## config.mk

```make
export PLATFORM = sky130hd
export DESIGN_NAME = txModeSeq
export DESIGN_NICKNAME = d
export VERILOG_FILES = /design/src/rtl/txModePkg.sv /design/src/rtl/txModeDp.sv /design/src/rtl/txModeCtl.sv /design/src/rtl/txModeSeq.sv
export SDC_FILE = /design/constraint.sdc
export NUM_CORES = 1
export LEC_CHECK = 0
export BUFFER_PORTS_ARGS = -buffer_cell sky130_fd_sc_hd__buf_2
export CAP_MARGIN = 20
export CORE_MARGIN = 2
export CORE_UTILIZATION = 30
export DETAILED_ROUTE_END_ITERATION = 6
export HOLD_SLACK_MARGIN = 0.12
export PLACE_DENSITY = 0.53
export SKIP_CTS_REPAIR_TIMING = 1
export SLEW_MARGIN = 20
export SYNTH_ARGS = -nofsm -noshare
export SYNTH_HDL_FRONTEND = slang
export SYNTH_SLANG_ARGS = --single-unit
```

## constraint.sdc

```tcl
create_clock -name clk -period 1.48 [get_ports clk]
set_input_delay 0.074 -clock clk [delete_from_list [all_inputs] [get_ports clk]]
set_output_delay 0.074 -clock clk [all_outputs]
set_load 0.02 [all_outputs]
```

## src/rtl/txModePkg.sv

```systemverilog
package txModePkg;

  typedef enum logic [3:0] {
    MD_OFF     = 4'd0,
    MD_BOOT1   = 4'd1,
    MD_BOOT2   = 4'd2,
    MD_TXIDLE  = 4'd3,
    MD_TXRF    = 4'd4,
    MD_CLKONLY = 4'd5,
    MD_REPROG  = 4'd6,
    MD_CFG1    = 4'd7,
    MD_CFG2    = 4'd8
  } modeT;

  // strobes from control to the counter datapath
  typedef struct packed {
    logic lockRun;   // settling state: advance lock timer, else clear
    logic qualRun;   // reprogram condition present: advance, else clear
    logic progClr;   // discard programmed flag
  } strobeT;

endpackage

```

## src/rtl/txModeDp.sv

```systemverilog
module txModeDp
  import txModePkg::*;
#(
  parameter int LOCK_CYCLES = 1280,
  parameter int RESET_QUAL  = 130
) (
  input  logic   clk,
  input  logic   rstN,
  input  strobeT stb,
  input  logic   regDone,
  output logic   lockDone,
  output logic   qualDone,
  output logic   progFlag
);

  localparam int LW = (LOCK_CYCLES > 1) ? $clog2(LOCK_CYCLES) : 1;
  localparam int QW = (RESET_QUAL > 1) ? $clog2(RESET_QUAL) : 1;
  localparam logic [LW-1:0] LOCK_LAST = LW'(LOCK_CYCLES - 1);
  localparam logic [QW-1:0] QUAL_LAST = QW'(RESET_QUAL - 1);

  logic [LW-1:0] lockCnt;
  logic [QW-1:0] qualCnt;

  assign lockDone = stb.lockRun && (lockCnt == LOCK_LAST);
  assign qualDone = stb.qualRun && (qualCnt == QUAL_LAST);

  always_ff @(posedge clk or negedge rstN) begin
    if (!rstN)             lockCnt <= '0;
    else if (!stb.lockRun) lockCnt <= '0;
    else if (!lockDone)    lockCnt <= lockCnt + 1'b1;
  end

  always_ff @(posedge clk or negedge rstN) begin
    if (!rstN)             qualCnt <= '0;
    else if (!stb.qualRun) qualCnt <= '0;
    else if (!qualDone)    qualCnt <= qualCnt + 1'b1;
  end

  always_ff @(posedge clk or negedge rstN) begin
    if (!rstN)            progFlag <= 1'b0;
    else if (stb.progClr) progFlag <= 1'b0;
    else if (regDone)     progFlag <= 1'b1;
  end

  // timer never runs past its terminal count
  a_r4_lock_bound: assert property (@(posedge clk) disable iff (!rstN)
    lockCnt <= LOCK_LAST);

  // qualification timer never runs past its terminal count
  a_r8_qual_bound: assert property (@(posedge clk) disable iff (!rstN)
    qualCnt <= QUAL_LAST);

endmodule

```

## src/rtl/txModeCtl.sv

```systemverilog
module txModeCtl
  import txModePkg::*;
(
  input  logic   clk,
  input  logic   rstN,
  input  logic   enPin,
  input  logic   dataPin,
  input  logic   oscReady,
  input  logic   regDone,
  input  logic   clkOnlySel,
  input  logic   askSel,
  input  logic   clkOnSel,
  input  logic   lockDone,
  input  logic   qualDone,
  input  logic   progFlag,
  output strobeT stb,
  output logic   pllEn,
  output logic   paEn,
  output logic   clkDrvEn,
  output logic [3:0] modeCode
);

  modeT state, nxt;
  logic rfWanted;

  assign rfWanted = !askSel || dataPin;

  always_comb begin
    nxt = state;
    unique case (state)
      MD_OFF:              if (enPin) nxt = MD_BOOT1;
      MD_BOOT1:            if (progFlag && oscReady)
                             nxt = clkOnlySel ? MD_CLKONLY : MD_BOOT2;
      MD_BOOT2, MD_CFG2:   if (lockDone) nxt = rfWanted ? MD_TXRF : MD_TXIDLE;
      MD_TXIDLE, MD_TXRF:  nxt = rfWanted ? MD_TXRF : MD_TXIDLE;
      MD_CLKONLY:          if (regDone && !clkOnlySel) nxt = MD_BOOT2;
      MD_REPROG:           if (enPin) nxt = MD_CFG1;
      MD_CFG1:             if (progFlag) nxt = clkOnlySel ? MD_CLKONLY : MD_CFG2;
      default:             nxt = MD_OFF;
    endcase
    if (state != MD_OFF && !enPin && !dataPin) nxt = MD_OFF;
    else if (qualDone)                         nxt = MD_REPROG;
  end

  always_ff @(posedge clk or negedge rstN) begin
    if (!rstN) state <= MD_OFF;
    else       state <= nxt;
  end

  always_comb begin
    stb.lockRun = (state == MD_BOOT2) || (state == MD_CFG2);
    stb.qualRun = !enPin && dataPin && (state != MD_OFF) && (state != MD_REPROG);
    stb.progClr = (state == MD_OFF) || (state == MD_REPROG);
  end

  assign pllEn    = (state == MD_BOOT2) || (state == MD_CFG2) ||
                    (state == MD_TXIDLE) || (state == MD_TXRF);
  assign paEn     = (state == MD_TXRF);
  assign clkDrvEn = clkOnSel && (state != MD_OFF) && (state != MD_BOOT1) &&
                    (state != MD_BOOT2);
  assign modeCode = state;

  a_r7_off_exit: assert property (@(posedge clk) disable iff (!rstN)
    (state != MD_OFF && !enPin && !dataPin) |=> (state == MD_OFF));

  a_r5_no_early_tx: assert property (@(posedge clk) disable iff (!rstN)
    ((state == MD_BOOT2 || state == MD_CFG2) && !lockDone && enPin)
      |=> (state != MD_TXRF && state != MD_TXIDLE));

  a_r8_reprog_held: assert property (@(posedge clk) disable iff (!rstN)
    (state == MD_REPROG) |-> $past(!enPin && dataPin));

  a_r6_fsk_hold: assert property (@(posedge clk) disable iff (!rstN)
    ((state == MD_TXRF || state == MD_TXIDLE) && !askSel && enPin)
      |=> (state == MD_TXRF));

  a_r6_ask_gate: assert property (@(posedge clk) disable iff (!rstN)
    ((state == MD_TXRF || state == MD_TXIDLE) && askSel && enPin)
      |=> (paEn == $past(dataPin)));

endmodule

```

## src/rtl/txModeSeq.sv

```systemverilog
module txModeSeq
  import txModePkg::*;
#(
  parameter int LOCK_CYCLES = 1280,
  parameter int RESET_QUAL  = 130
) (
  input  logic       clk,
  input  logic       rstN,
  input  logic       enPin,
  input  logic       dataPin,
  input  logic       oscReady,
  input  logic       regDone,
  input  logic       clkOnlySel,
  input  logic       askSel,
  input  logic       clkOnSel,
  output logic       pllEn,
  output logic       paEn,
  output logic       clkDrvEn,
  output logic [3:0] modeCode
);

  strobeT stb;
  logic   lockDone, qualDone, progFlag;

  txModeCtl uCtl (
    .clk(clk), .rstN(rstN), .enPin(enPin), .dataPin(dataPin),
    .oscReady(oscReady), .regDone(regDone), .clkOnlySel(clkOnlySel),
    .askSel(askSel), .clkOnSel(clkOnSel), .lockDone(lockDone),
    .qualDone(qualDone), .progFlag(progFlag), .stb(stb), .pllEn(pllEn),
    .paEn(paEn), .clkDrvEn(clkDrvEn), .modeCode(modeCode)
  );

  txModeDp #(.LOCK_CYCLES(LOCK_CYCLES), .RESET_QUAL(RESET_QUAL)) uDp (
    .clk(clk), .rstN(rstN), .stb(stb), .regDone(regDone),
    .lockDone(lockDone), .qualDone(qualDone), .progFlag(progFlag)
  );

endmodule

```

==> results of run 1 <==
==> area by class of cell <==
cell class              count  area (sq um)  area share
flip-flops and latches     24         605.6      0.2655
repair buffers             72         521.8      0.2287
clock inverters             1         30.03     0.01317
well taps                  67         83.83     0.03675
multi-input cells         130         983.4      0.4312
clock buffers               3         41.29     0.01810
inverters                   4         15.01    0.006583
==> power groups by stage <==
| stage | clock (mW) | sequential (mW) | combinational (mW) |
|---|---|---|---|
| 2_1_floorplan | 0 | 0.896 | 0.920 |
| 3_3_place_gp | 0 | 0.869 | 1.60 |
| 3_5_place_dp | 0 | 0.869 | 1.61 |
| 4_1_cts | 0.607 | 0.856 | 1.62 |
| 5_1_grt | 0.629 | 0.879 | 2.05 |
| 6_report | 0.594 | 0.867 | 1.87 |
==> cell families after synthesis <==
logic type      after synthesis  synth area share
simple gates                 76            0.2621
mux                           2           0.01442
buf+inv                      11           0.03307
fa+ha+maj                     3           0.02545
flops                        24            0.4071
compound gates               31            0.1510
xor+xnor                     18            0.1069
==> critical path, cell delays in order, from the launching register on <==
cell	delay, ns
dfrtp_2	0.47
buf_4	0.16
or3_4	0.40
nand2b_4	0.17
a211o_1	0.31
a21oi_2	0.14
==> worst max path at each step <==
stage / depth (start not counted) / end / start / slack (ns)
floorplan: 6 / uCtl.modeCode[1]$_DFFE_PN0P_ / uCtl.modeCode[1]$_DFFE_PN0P_ / -0.21
global placement: 6 / uCtl.modeCode[2]$_DFFE_PN0P_ / uDp.lockCnt[0]$_DFFE_PN0P_ / -0.28
CTS: 6 / uCtl.modeCode[2]$_DFFE_PN0P_ / uDp.lockCnt[1]$_DFFE_PN0P_ / -0.30
detailed placement: 6 / uCtl.modeCode[2]$_DFFE_PN0P_ / uDp.lockCnt[1]$_DFFE_PN0P_ / -0.28
finish: 5 / uCtl.modeCode[0]$_DFFE_PN0P_ / uCtl.modeCode[2]$_DFFE_PN0P_ / -0.24
global route: 5 / uCtl.modeCode[0]$_DFFE_PN0P_ / uCtl.modeCode[2]$_DFFE_PN0P_ / -0.28
==> cells in the final DEF, fill, tap and decap left out, drive strengths merged, types with 2 or more instances in the layout <==
cell type    Yosys  final
a211o            2      2
a211oi           6      6
a21boi           2      2
a21oi            7      7
and3             4      4
buf              4     70
clkbuf           3      3
dfrtp           24     24
dlygate4sd3      0      2
ha               3      3
inv              4      4
nand2           11     11
nand2b           5      5
nand3            9      9
nand4            3      3
nor2            30     30
nor2b            2      2
nor3             3      3
o21ai            2      2
o32a             2      2
xnor2           12     12
xor2             6      6
==> per-layer routing <==
metal	routed length (um)	track usage	part of all wire
met5	0	0	0
met4	37	0.05455	0.0099
met3	89	0.02033	0.024
met2	1832	0.2242	0.49
met1	1784	0.1749	0.48
==> flip-flops by register name, indices dropped and copies added, names as in the netlist <==
signal	cells
uDp.lockCnt	11
uDp.qualCnt	8
uCtl.modeCode	4
uDp.progFlag	1
==> per-stage QoR <==
step                      setup TNS (ns)  std cells  hold slack [ns]  setup slack, ns
after floorplan                  -0.6439        165          -0.2216          -0.2070
after global placement           -0.9171        285          0.09983          -0.2769
after detailed placement         -0.8945        285           0.1060          -0.2831
after CTS                         -1.394        289          -0.2003          -0.3003
after global routing              -1.767        301           0.2126          -0.2832
final                             -1.045        301           0.1955          -0.2376
==> reports/qor.csv, run 1 <==
metric;value;unit
outcome;complete, but fails checks;
violated checks;negative setup slack;
clk buf depth;2;
Worst R2R Start;uCtl.modeCode[2]$_DFFE_PN0P_;
GPL Wtd Cong;0.8095;
Residual DRC;0;
worst-skew pair later-pin latency;0.27;ns
routed vias;1412;
Worst R2R Setup Slack;-0.24;ns
Seq pwr share;0.260;
antenna cell count;0;
post-DR wirelength/cell;12.44;um
Final Util;0.4829;
count leader, synth;nor2_1;
FF-to-FF path depth;5;
largest net degree at the start of global routing;25;
number of global-route vias before repair;1286;
final setup fails;8;
Die Span X;74.12;um
I/O pins;16;
final instance area;2281;sq um
Synth async-reset ratio;1.000;
1st-iter DRT viols;75;
PwrDens;1461;nW/um^2
Critical Path RT;1.68;ns
Clock transition at path regs;0.10;ns
port bufs;15;
Synth top cells by count;nor2_1 (29), dfrtp_1 (24), xnor2_1 (12);
minimum clock period;1.718;ns
crit path kind;reg2reg;
Final Hold Fails;0;
sequential fraction of the synthesis area;0.4071;
Placeable Area;4723;sq um
die height;74.12;um
TritonCTS Sinks;24;
clock group share of total power;0.178;
fraction of layout instances using a drive strength above 1;0.4615;
hold path endpoint;uCtl.modeCode[3]$_DFFE_PN0P_;
CTS buffer count;3;
Max Slew Vio Count;0;
TritonCTS clock tree;built;
FF+latch count, synth;24;
combinational share of power;0.562;
Filler Cell Count;444;
Leak;1.013;nW
RSZ-0062 raised after global routing;true;
fmax;0.5822;GHz
Ys Warns;0;
DRT antenna net count;0;
Max-Cap Viols;0;
CTS root buffer;clkbuf_8;
EDFF count, synth;0;
Synth Cell Area;1475;sq um
vias per inst;4.691;
HP Start;dataPin;
Mapped Nets;177;
synth top area cells;dfrtp_1 (41%), nor2_1 (7.4%), xnor2_1 (7.1%), xor2_1 (3.6%), nand3_1 (3.1%);
Min-Delay Path Class;in2reg;
reg2reg end;uCtl.modeCode[0]$_DFFE_PN0P_;
Total Routed Length;3.743;mm
Slew HR;0.6066;
internal power;2.082;mW
Total GRT Usage;0.1346;
Post-Synthesis Cells;165;
crit start category;flip-flop;
placed standard-cell area;1947;sq um
Netlist cell types;47;
antenna violations before repair;0;
htree depth;1;
Psw;1.250;mW
Primary FF master, synth;dfrtp_1;
final worst path period share;1.161;
Worst-Margin Slew;0.5902;ns
final worst setup slack;-0.2376;ns
Clock Skews;0.006535;ns
initial core utilization;0.3123;
hold depth;3;
hpwl dp;2.588;mm
crit path max fanout;7;
Final Power;3.332;mW
syn_area_per_cell;8.940;sq um
sw frac;0.3750;
first drt pass iteration count;4;
area share of the largest cell type after synthesis;0.4071;
worst vdd ir;0.0006139;V
row cnt;25;
CP endpoint kind;flip-flop;
first-pass GRT wire length;5.685;mm
Layout area overhead;54.62;%
die area;5494;sq um
crit path DAT;1.92;ns
post-synth top area cell;dfrtp_1;
Nets;247;
GRT overflow;0;
Note: power is estimated with default switching activity, not from simulation.
==> run 2, diff against run 1 <==
--- a/config.mk
+++ b/config.mk
@@ -7,11 +7,10 @@
 export LEC_CHECK = 0
 export BUFFER_PORTS_ARGS = -buffer_cell sky130_fd_sc_hd__buf_2
 export CAP_MARGIN = 20
-export CORE_MARGIN = 2
-export CORE_UTILIZATION = 30
+export CORE_UTILIZATION = 40
 export DETAILED_ROUTE_END_ITERATION = 6
 export HOLD_SLACK_MARGIN = 0.12
-export PLACE_DENSITY = 0.53
+export PLACE_DENSITY = 0.65
 export SKIP_CTS_REPAIR_TIMING = 1
 export SLEW_MARGIN = 20
 export SYNTH_ARGS = -nofsm -noshare
==> run 2 against run 1 <==
  * The flow still finishes with violations (negative setup slack)
  * Via count is 0.78% lower
  * Non-clock buffer count shrank 11
  * Clock-buffer cell count up 1
  * Wire length shrank 0.51%
  * Global-route usage is 4.1 points higher
  * Critical path type unchanged
  * Critical endpoint unchanged
==> reports/qor.csv, run 2 (synthesis gave the netlist of run 1 again) <==
metric;value;unit
I/O pins;16;
crit start category;flip-flop;
clk buf depth;2;
sw frac;0.3987;
final setup fails;10;
Final Non-Filler Cells;269;
max FFs per register;11;
antenna violations before repair;0;
first drt pass iteration count;4;
Clock transition at path regs;0.08;ns
Nets;236;
Die Span X;62.73;um
crit-path max cell delay;0.48;ns
GPL Wtd Cong;0.8834;
Clock Skews;0.003082;ns
Total Routed Length;3.724;mm
final instance area;2221;sq um
crit path kind;reg2reg;
minimum clock period;1.714;ns
routed vias;1401;
placed standard-cell area;1846;sq um
crit path max fanout;7;
Critical Path RT;1.68;ns
DRT antenna net count;0;
WHS;0.1909;ns
violated checks;negative setup slack;
Layout area overhead;50.55;%
Leak;0.9558;nW
CTS buffer count;3;
port bufs;15;
Top reg by flops;uDp.lockCnt;
Final Hold Fails;0;
1st-iter DRT viols;85;
Slew HR;0.6307;
HP Start;clkOnlySel;
TNS Setup;-0.9957;ns
PwrDens;1532;nW/um^2
Final Power;3.402;mW
row cnt;21;
largest net degree at the start of global routing;25;
Residual DRC;0;
Min-Delay Path Class;in2reg;
TritonCTS clock tree;built;
crit path DAT;1.92;ns
CTS root buffer;clkbuf_8;
Max-Cap Viols;0;
Worst path slowest cell;dfrtp_2;
Worst-Margin Slew;0.5539;ns
post-placement cell count;254;
htree depth;1;
initial core utilization;0.4286;
Seq pwr share;0.258;
fmax;0.5835;GHz
internal power;2.046;mW
Worst R2R Start;uCtl.modeCode[2]$_DFFE_PN0P_;
Max Slew Vio Count;0;
post-DR wirelength/cell;13.84;um
Psw;1.356;mW
outcome;complete, but fails checks;
pre-CTS WS;-0.2398;ns
RSZ-0062 raised after global routing;true;
final worst setup slack;-0.2337;ns
first-pass GRT wire length;5.526;mm
worst-skew pair later-pin latency;0.27;ns
vias per inst;5.208;
crit path from;uCtl.modeCode[2]$_DFFE_PN0P_;
GRT overflow;0;
die area;3935;sq um
most common cell after layout, fill and taps aside;buf_4;
number of global-route vias before repair;1275;
Final Util;0.6452;
Filler Cell Count;258;
combinational share of power;0.609;
antenna cell count;0;
commonest cells after routing, fill and taps aside;buf_4 (39), dfrtp_1 (20), nor2_1 (19);
die height;62.73;um
clock group share of total power;0.133;
worst vdd ir;0.0007119;V
fraction of layout instances using a drive strength above 1;0.4978;
Total GRT Usage;0.1761;
CP endpoint kind;flip-flop;
TritonCTS Sinks;24;
Placeable Area;3442;sq um
final worst path period share;1.158;
hpwl dp;2.416;mm
worst path cell trace;nor4bb_1 > a21o_1 > o32a_1 > a211o_1 > a21oi_2;
[run 2: path summary, 6_finish.rpt]
path | to | slack, ns | depth (start not counted)
worst max-delay path | uCtl.modeCode[0]$_DFFE_PN0P_ | -0.23 | 5
worst min-delay path | uCtl.modeCode[3]$_DFFE_PN0P_ | 0.19 | 4
worst max register to register | uCtl.modeCode[0]$_DFFE_PN0P_ | -0.23 | 5
worst min register to register | uDp.lockCnt[10]$_DFFE_PN0P_ | 0.58 | 2
max in group asynchronous | uCtl.modeCode[1]$_DFFE_PN0P_ | 0.75 | 2
min in group asynchronous | uDp.lockCnt[8]$_DFFE_PN0P_ | 0.33 | 2
[run 2: power by group through the flow]
| stage | clock, mW | combinational, mW | sequential [mW] |
|---|---|---|---|
| after floorplan | 0 | 0.920 | 0.896 |
| after CTS | 0.466 | 1.50 | 0.854 |
| after global routing | 0.496 | 2.23 | 0.890 |
| after global placement | 0 | 1.46 | 0.857 |
| final | 0.452 | 2.07 | 0.877 |
| after detailed placement | 0 | 1.49 | 0.867 |
[run 2: layer usage]
layer | vias up | GRT usage | routed length, um
met5 | - | 0 | 0
met4 | 0 | 0.06977 | 85
met3 | 9 | 0.02737 | 118
met2 | 35 | 0.2880 | 1840
met1 | 662 | 0.2318 | 1679
li1 | 695 | - | -
[run 2: cell type report]
class                      instances  area [sq um]  area share
clock buffer                       4         55.05     0.02479
inverter                           4         15.01    0.006761
multi-input combinational        130          1031      0.4642
sequential                        24         605.6      0.2727
tap                               46         57.56     0.02592
timing repair buffer              61         456.7      0.2056
[run 2: worst max-delay path: cells and delay by family, from the launching register on]
kind / cells / cell delay, ns
AOI/OAI and AO/OA: 4 / 1.02
DFF: 1 / 0.48
and+or+nand+nor: 1 / 0.15
